===== config.mk =====
export PLATFORM = sky130hd
export DESIGN_NAME = uart_irq_arbiter
export DESIGN_NICKNAME = d
export VERILOG_FILES = /design/src/rtl/uart_irq_pkg.sv /design/src/rtl/uart_rx_timeout.sv /design/src/rtl/uart_irq_sources.sv /design/src/rtl/uart_irq_select.sv /design/src/rtl/uart_irq_arbiter.sv
export SDC_FILE = /design/constraint.sdc
export NUM_CORES = 1
export LEC_CHECK = 0
export ABC_AREA = 1
export BUFFER_PORTS_ARGS = -buffer_cell sky130_fd_sc_hd__clkbuf_2
export CAP_MARGIN = 10
export CORE_MARGIN = 2
export CORE_UTILIZATION = 57
export CTS_CLUSTER_DIAMETER = 40
export DETAILED_ROUTE_END_ITERATION = 10
export GPL_TIMING_DRIVEN = 0
export PLACE_DENSITY = 0.89
export SLEW_MARGIN = 20
export SYNTH_ARGS = -nofsm -noshare
export SYNTH_HDL_FRONTEND = slang
export SYNTH_HIERARCHICAL = 1
export SYNTH_SLANG_ARGS = --single-unit

===== constraint.sdc =====
create_clock -name clk -period 3.7 [get_ports clk]
set_input_delay 0.555 -clock clk [delete_from_list [all_inputs] [get_ports clk]]
set_output_delay 0.555 -clock clk [all_outputs]
set_load 0.05 [all_outputs]

===== src/rtl/uart_irq_pkg.sv =====
package uart_irq_pkg;

    typedef enum logic [2:0] {
        ID_NONE      = 3'd0,
        ID_LINE      = 3'd1,
        ID_RXDATA    = 3'd2,
        ID_RXTIMEOUT = 3'd3,
        ID_THRE      = 3'd4,
        ID_MODEM     = 3'd5,
        ID_SPECIAL   = 3'd6
    } irq_id_e;

    localparam int unsigned EN_RX      = 0;
    localparam int unsigned EN_THR     = 1;
    localparam int unsigned EN_LINE    = 2;
    localparam int unsigned EN_MODEM   = 3;
    localparam int unsigned EN_SPECIAL = 4;
    localparam int unsigned EN_W       = 5;

    localparam logic [1:0] WLEN_5 = 2'd0;

    typedef struct packed {
        logic [1:0] wlen;
        logic       par_en;
        logic       long_stop;
    } frame_cfg_t;

    typedef struct packed {
        logic line;
        logic rxto;
        logic rxdata;
        logic thre;
        logic modem;
        logic special;
    } src_pend_t;

    // Ticks in one character: start, data, optional parity, stop part.
    function automatic logic [15:0] char_ticks(frame_cfg_t f, int unsigned tpb);
        logic [15:0] nbits;
        logic [15:0] t;
        nbits = 16'd6 + {14'd0, f.wlen};
        if (f.par_en) nbits = nbits + 16'd1;
        t = nbits * 16'(tpb);
        if (!f.long_stop)
            t = t + 16'(tpb);
        else if (f.wlen == WLEN_5)
            t = t + 16'(tpb + tpb / 2);
        else
            t = t + 16'(2 * tpb);
        return t;
    endfunction

    function automatic logic [15:0] timeout_ticks(frame_cfg_t f, int unsigned tpb);
        return char_ticks(f, tpb) << 2;
    endfunction

    // Worst case: 12 bit times per char, four chars.
    function automatic int unsigned max_timeout(int unsigned tpb);
        return 48 * tpb;
    endfunction

endpackage


===== src/rtl/uart_rx_timeout.sv =====
module uart_rx_timeout
    import uart_irq_pkg::*;
#(
    parameter int unsigned TICKS_PER_BIT = 16,
    parameter int unsigned CNT_W = $clog2(max_timeout(TICKS_PER_BIT) + 1)
) (
    input  logic       clk,
    input  logic       rst,
    input  frame_cfg_t cfg,
    input  logic       baud_tick,
    input  logic       stop_mid,
    input  logic       rhr_read,
    input  logic       fifo_empty,
    output logic       to_pend
);

    logic [15:0]      limit_full;
    logic [CNT_W-1:0] limit;
    logic [CNT_W-1:0] cnt;
    logic             restart;

    assign limit_full = timeout_ticks(cfg, TICKS_PER_BIT);
    assign limit      = limit_full[CNT_W-1:0];
    assign restart    = stop_mid || rhr_read;

    always_ff @(posedge clk) begin
        if (rst) begin
            cnt     <= '0;
            to_pend <= 1'b0;
        end else if (fifo_empty) begin
            cnt     <= '0;
            to_pend <= 1'b0;
        end else begin
            if (rhr_read) to_pend <= 1'b0;
            if (restart) begin
                cnt <= '0;
            end else if (baud_tick && !to_pend) begin
                if (cnt >= limit - 1'b1) begin
                    to_pend <= 1'b1;
                    cnt     <= '0;
                end else begin
                    cnt <= cnt + 1'b1;
                end
            end
        end
    end

    assert_no_timeout_empty_R6: assert property (@(posedge clk) disable iff (rst)
        fifo_empty |=> !to_pend);

    assert_read_drops_timeout_R7: assert property (@(posedge clk) disable iff (rst)
        rhr_read |=> !to_pend);

    assert_timeout_at_limit_R8: assert property (@(posedge clk) disable iff (rst)
        $rose(to_pend) |-> ($past(cnt) >= $past(limit) - 1'b1));

endmodule


===== src/rtl/uart_irq_sources.sv =====
module uart_irq_sources
    import uart_irq_pkg::*;
#(
    parameter int unsigned LVL_W = 8
) (
    input  logic             clk,
    input  logic             rst,
    input  logic [LVL_W-1:0] rx_count,
    input  logic [LVL_W-1:0] rx_trigger,
    input  logic             thr_empty,
    input  logic             line_evt,
    input  logic             lsr_read,
    input  logic             modem_evt,
    input  logic             msr_read,
    input  logic             special_evt,
    input  logic             iid_read,
    input  logic             to_pend,
    input  irq_id_e          cur_id,
    output src_pend_t        pend
);

    logic line_q, modem_q, special_q, thre_q, thr_empty_q;

    always_ff @(posedge clk) begin
        if (rst) begin
            line_q      <= 1'b0;
            modem_q     <= 1'b0;
            special_q   <= 1'b0;
            thre_q      <= 1'b1;
            thr_empty_q <= 1'b1;
        end else begin
            thr_empty_q <= thr_empty;

            if (line_evt)      line_q <= 1'b1;
            else if (lsr_read) line_q <= 1'b0;

            if (modem_evt)     modem_q <= 1'b1;
            else if (msr_read) modem_q <= 1'b0;

            if (special_evt)                              special_q <= 1'b1;
            else if (iid_read && cur_id == ID_SPECIAL)    special_q <= 1'b0;

            if (!thr_empty)                               thre_q <= 1'b0;
            else if (!thr_empty_q)                        thre_q <= 1'b1;
            else if (iid_read && cur_id == ID_THRE)       thre_q <= 1'b0;
        end
    end

    always_comb begin
        pend.line    = line_q;
        pend.rxto    = to_pend;
        pend.rxdata  = (rx_count != '0) && (rx_count >= rx_trigger);
        pend.thre    = thre_q;
        pend.modem   = modem_q;
        pend.special = special_q;
    end

    assert_lsr_clears_line_R11: assert property (@(posedge clk) disable iff (rst)
        (lsr_read && !line_evt) |=> !pend.line);

    assert_thr_low_clears_R4: assert property (@(posedge clk) disable iff (rst)
        !thr_empty |=> !pend.thre);

endmodule


===== src/rtl/uart_irq_select.sv =====
module uart_irq_select
    import uart_irq_pkg::*;
(
    input  src_pend_t         pend,
    input  logic [EN_W-1:0]   en,
    output irq_id_e           id
);

    always_comb begin
        if (pend.line && en[EN_LINE])
            id = ID_LINE;
        else if (pend.rxto && en[EN_RX])
            id = ID_RXTIMEOUT;
        else if (pend.rxdata && en[EN_RX])
            id = ID_RXDATA;
        else if (pend.thre && en[EN_THR])
            id = ID_THRE;
        else if (pend.modem && en[EN_MODEM])
            id = ID_MODEM;
        else if (pend.special && en[EN_SPECIAL])
            id = ID_SPECIAL;
        else
            id = ID_NONE;
    end

endmodule


===== src/rtl/uart_irq_arbiter.sv =====
module uart_irq_arbiter
    import uart_irq_pkg::*;
#(
    parameter int unsigned FIFO_DEPTH    = 128,
    parameter int unsigned TICKS_PER_BIT = 16,
    parameter int unsigned LVL_W         = $clog2(FIFO_DEPTH + 1)
) (
    input  logic             clk,
    input  logic             rst,
    input  logic [4:0]       irq_en,
    input  logic [LVL_W-1:0] rx_count,
    input  logic [LVL_W-1:0] rx_trigger,
    input  logic             thr_empty,
    input  logic             line_evt,
    input  logic             lsr_read,
    input  logic             modem_evt,
    input  logic             msr_read,
    input  logic             special_evt,
    input  logic             iid_read,
    input  logic             baud_tick,
    input  logic [1:0]       wlen,
    input  logic             par_en,
    input  logic             long_stop,
    input  logic             stop_mid,
    input  logic             rhr_read,
    output logic             irq,
    output logic [2:0]       irq_id
);

    frame_cfg_t cfg;
    src_pend_t  pend;
    irq_id_e    cur_id;
    logic       to_pend;

    assign cfg = '{wlen: wlen, par_en: par_en, long_stop: long_stop};

    uart_rx_timeout #(
        .TICKS_PER_BIT(TICKS_PER_BIT)
    ) u_timeout (
        .clk       (clk),
        .rst       (rst),
        .cfg       (cfg),
        .baud_tick (baud_tick),
        .stop_mid  (stop_mid),
        .rhr_read  (rhr_read),
        .fifo_empty(rx_count == '0),
        .to_pend   (to_pend)
    );

    uart_irq_sources #(
        .LVL_W(LVL_W)
    ) u_sources (
        .clk        (clk),
        .rst        (rst),
        .rx_count   (rx_count),
        .rx_trigger (rx_trigger),
        .thr_empty  (thr_empty),
        .line_evt   (line_evt),
        .lsr_read   (lsr_read),
        .modem_evt  (modem_evt),
        .msr_read   (msr_read),
        .special_evt(special_evt),
        .iid_read   (iid_read),
        .to_pend    (to_pend),
        .cur_id     (cur_id),
        .pend       (pend)
    );

    uart_irq_select u_select (
        .pend(pend),
        .en  (irq_en),
        .id  (cur_id)
    );

    assign irq_id = cur_id;
    assign irq    = (cur_id != ID_NONE);

    assert_irq_matches_id_R9: assert property (@(posedge clk) disable iff (rst)
        irq == (irq_id != 3'd0));

    assert_line_wins_R2: assert property (@(posedge clk) disable iff (rst)
        (pend.line && irq_en[EN_LINE]) |-> (irq_id == 3'd1));

    assert_disabled_quiet_R10: assert property (@(posedge clk) disable iff (rst)
        (irq_en == 5'd0) |-> !irq);

endmodule


==> results.cfg <==
[detailed_routing]
postRouteAntennaNets = 0
drt-initial-drc-count = 41
drt_pre_antenna_iters = 4
drt_wl_total_microns = 3016
routed_via_density = 4.866
post-route-drc-count = 0
routed_wire_length_per_instance_microns = 9.605
vias_post_dr = 1528

[worst_hold_path]
worstHoldEndpoint = u_sources/thr_empty_q
hold_depth = 3
min-delay-start = thr_empty
min_path_type = input port to flip-flop

[setup_path]
setup.reg_to_reg.worst_slack_ps = 2240
crit-reg2reg-capture = u_timeout/cnt[2]
worst_setup_path_end_kind = output port
r2r.worst_path.cells = 7
required_ps = 3140
crit_fanout = 4
cp-start-kind = input port
cp.arrival_ps = 2280
critPathKind = input port to output port
cpMostUsedCell = sky130_fd_sc_hd__nand2_1
max_stage_delay_ps = 310
timing.critical_path.cells = clkbuf_2 > ha_1 > a21o_2 > nor2_1 > nand3_1 > nand2_1 > inv_1 > o21ai_2 > nand2_1 > nor2_1 > inv_1 > nand2_1 > clkbuf_2
crit_path_top_delay_cell = sky130_fd_sc_hd__ha_1
r2r-start = u_timeout/cnt[7]

[clock_network]
post-cts-setup-buffers = 0
clk_transition_reported_paths_ps = 90
cts_made_buffers = 3
clock_insertion_delay_worst_skew_ps = 280
post_cts_resized = 0
htree_levels = 1
tritoncts = built
cts_max_path_buffers = 2
number_of_sinks_handled_by_clock_tree_synthesis = 16
cts_root_buf = sky130_fd_sc_hd__clkbuf_4
ctsHoldBuffers = 0

[synthesis]
synthDistinctLibCells = 25
warnings_synthesis = 6
post-synth-top-area-cell = sky130_fd_sc_hd__dfxtp_1
syn_area_per_cell_sq_um = 6.423
post_synthesis_sequential_element_count = 16
synth_top_cell_area_share_pct = 20.78
synth-compound-area-share_pct = 7.468
simple_gate_portion_of_the_synthesized_area_pct = 40.75
synth-seq-area-share_pct = 20.78
post_synth_fa_ha_maj_area_fraction_pct = 14.61
post_synth_xor_area_fraction_pct = 3.409
postSynthNetCount = 295
post_synth_mux_area_share_pct = 0.6494
synth_top_family_by_area = simple AND/OR/NAND/NOR gates
post_synth_main_area_contributors = sky130_fd_sc_hd__dfxtp_1 21%, sky130_fd_sc_hd__ha_1 15%, sky130_fd_sc_hd__nand2_1 14%
syn-instance-count = 240
synthesis.area_sq_um = 1541

[grt]
gr-usage-all-layers_pct = 20.59
grt_pass1_wl_microns = 5499
grt_antenna_before_repair = 0
first_global_vias = 1496
grt_overflow_total = 0
pin_count_of_the_biggest_net_entering_global_routing = 10

[layout]
drive_gt1_share_pct = 27.46
n_antenna_cell = 0
final_core_util_pct = 71.97
fillCellCount = 220
nets = 340
syn2layout_area_growth_pct = 17.78

[sta]
worst_path_setup_slack_after_routing_ps = 860.5
fin_skew_ps = 0.6535
remaining_max_slew_budget_at_the_tightest_pin_pct = 78.23
worstMarginPinSlew_ps = 326.6
setup_tns_ps = 0
fin_crit_sh_pct = 76.74
setup_violations = 0
final-hold-violation-count = 0
max_clock_freq_mhz = 352.2
setup_repair_after_global_routing_missed_its_margin = no
fin_crit_ps = 2840
final_max_slew_viol_count = 0

[power]
vdd_drop_max_mv = 0.2453
power-per-cell-area_nw_per_um2 = 252.1
totalPowerFinal_mw = 0.4578
leakagePower_nw = 1.014

[flow_run]
max_cap_viol_count = 0

[place]
dp_hpwl_microns = 2532
pre_cts_ws_ps = 649.5
numPortBuffers = 40
gpl.final_weighted_congestion = 0.8275

[die]
ioPinCount = 41
chipHeight_microns = 56.01
die_width_microns = 56.01
rows = 18
floorplan.initialDensity_pct = 61.11
core_area_sq_um = 2522
fp.dieArea_sq_um = 3137

[outcome]
run_status = finished clean
-- synthesized netlist by cell type --
master,n
sky130_fd_sc_hd__nand2_1,57
sky130_fd_sc_hd__a21oi_1,11
sky130_fd_sc_hd__o21ai_2,1
sky130_fd_sc_hd__nand2_2,10
sky130_fd_sc_hd__o21a_1,1
sky130_fd_sc_hd__ha_1,18
sky130_fd_sc_hd__nand3_1,11
sky130_fd_sc_hd__mux2i_1,1
sky130_fd_sc_hd__dfxtp_1,16
sky130_fd_sc_hd__nor4_1,2
sky130_fd_sc_hd__nand4_1,5
sky130_fd_sc_hd__o21bai_1,2
sky130_fd_sc_hd__nand3_2,5
sky130_fd_sc_hd__inv_4,1
sky130_fd_sc_hd__inv_2,4
sky130_fd_sc_hd__nor2_1,37
sky130_fd_sc_hd__or2_2,1
sky130_fd_sc_hd__nor2_4,1
sky130_fd_sc_hd__inv_1,35
sky130_fd_sc_hd__nand2_4,3
sky130_fd_sc_hd__buf_4,5
sky130_fd_sc_hd__o21ai_0,4
sky130_fd_sc_hd__a21o_2,1
sky130_fd_sc_hd__nor2_2,2
sky130_fd_sc_hd__xor2_1,6
-- state kept, by name, summed over array words and instances, names as in the netlist --
signal                 flops
u_timeout/cnt             10
u_sources/line_q           1
u_sources/modem_q          1
u_sources/special_q        1
u_sources/thr_empty_q      1
u_sources/thre_q           1
u_timeout/to_pend          1
-- worst max-delay path by stage --
stage               cells past startpoint  slack (ps)               end     startpoint
floorplan                              12         390               irq  rx_trigger[7]
global placement                       21         710  u_timeout/cnt[8]        wlen[0]
detailed placement                     20         650  u_timeout/cnt[2]        wlen[0]
CTS                                    13         880               irq    rx_count[7]
global route                           13         640               irq    rx_count[7]
finish                                 13         860               irq    rx_count[7]
-- worst max-delay path: cells and delay by family --
family,cells,cell delay [ps]
AO/OA/AOI/OAI,2,370
AND/OR/NAND/NOR,6,560
adder cells (fa/ha/maj),1,310
buffers and inverters,4,490
-- per-stage QoR --
stage	hold slack, ps	cells	area [sq um]
after global routing	479.3	314	1815
after CTS	460.0	314	1815
after global placement	464.9	310	1779
after floorplan	456.5	240	1541
after detailed placement	474.3	310	1779
final	461.9	314	1815
-- layout make-up --
type | count | area (sq um) | share of cell area, %
multi-input cells | 179 | 1031 | 56.79
flip-flops and latches | 16 | 320.3 | 17.64
repair buffers | 40 | 200.2 | 11.03
inverters | 40 | 152.6 | 8.408
plain buffers | 5 | 37.54 | 2.068
well taps | 30 | 37.54 | 2.068
clock buffers | 4 | 36.28 | 1.999
-- placed cells by master, fill, tap and decap left out, drive strengths merged --
cell type	instances
mux2i	1
nor4	2
dfxtp	16
o21bai	2
nand4	5
nand3	16
o21ai	5
buf	5
nor2	40
a21o	1
inv	40
or2	1
ha	18
a21oi	11
clkbuf	44
nand2	70
o21a	1
xor2	6
-- report_power, final --
group	internal [mW]	switching [mW]
clock	0.0598	0.0514
combinational	0.0643	0.104
sequential	0.176	0.00201
total	0.301	0.157
-- cells by family after synthesis --
| group | count (synthesis) |
|---|---|
| simple gates | 134 |
| flops | 16 |
| xor+xnor | 6 |
| compound gates | 20 |
| fa+ha+maj | 18 |
| mux | 1 |
| buf+inv | 45 |
-- layer usage --
| metal | wire length [microns] | vias to the layer above | global-route usage (%) | part of all wire (%) |
|---|---|---|---|---|
| met1 | 1372 | 647 | 23.70 | 45 |
| li1 | - | 839 | - | - |
| met3 | 167 | 0 | 3.953 | 5.5 |
| met4 | 0 | 0 | 2.381 | 0 |
| met5 | 0 | - | 0 | 0 |
| met2 | 1476 | 42 | 39.83 | 49 |
Note: power is estimated with default switching activity, not from simulation.
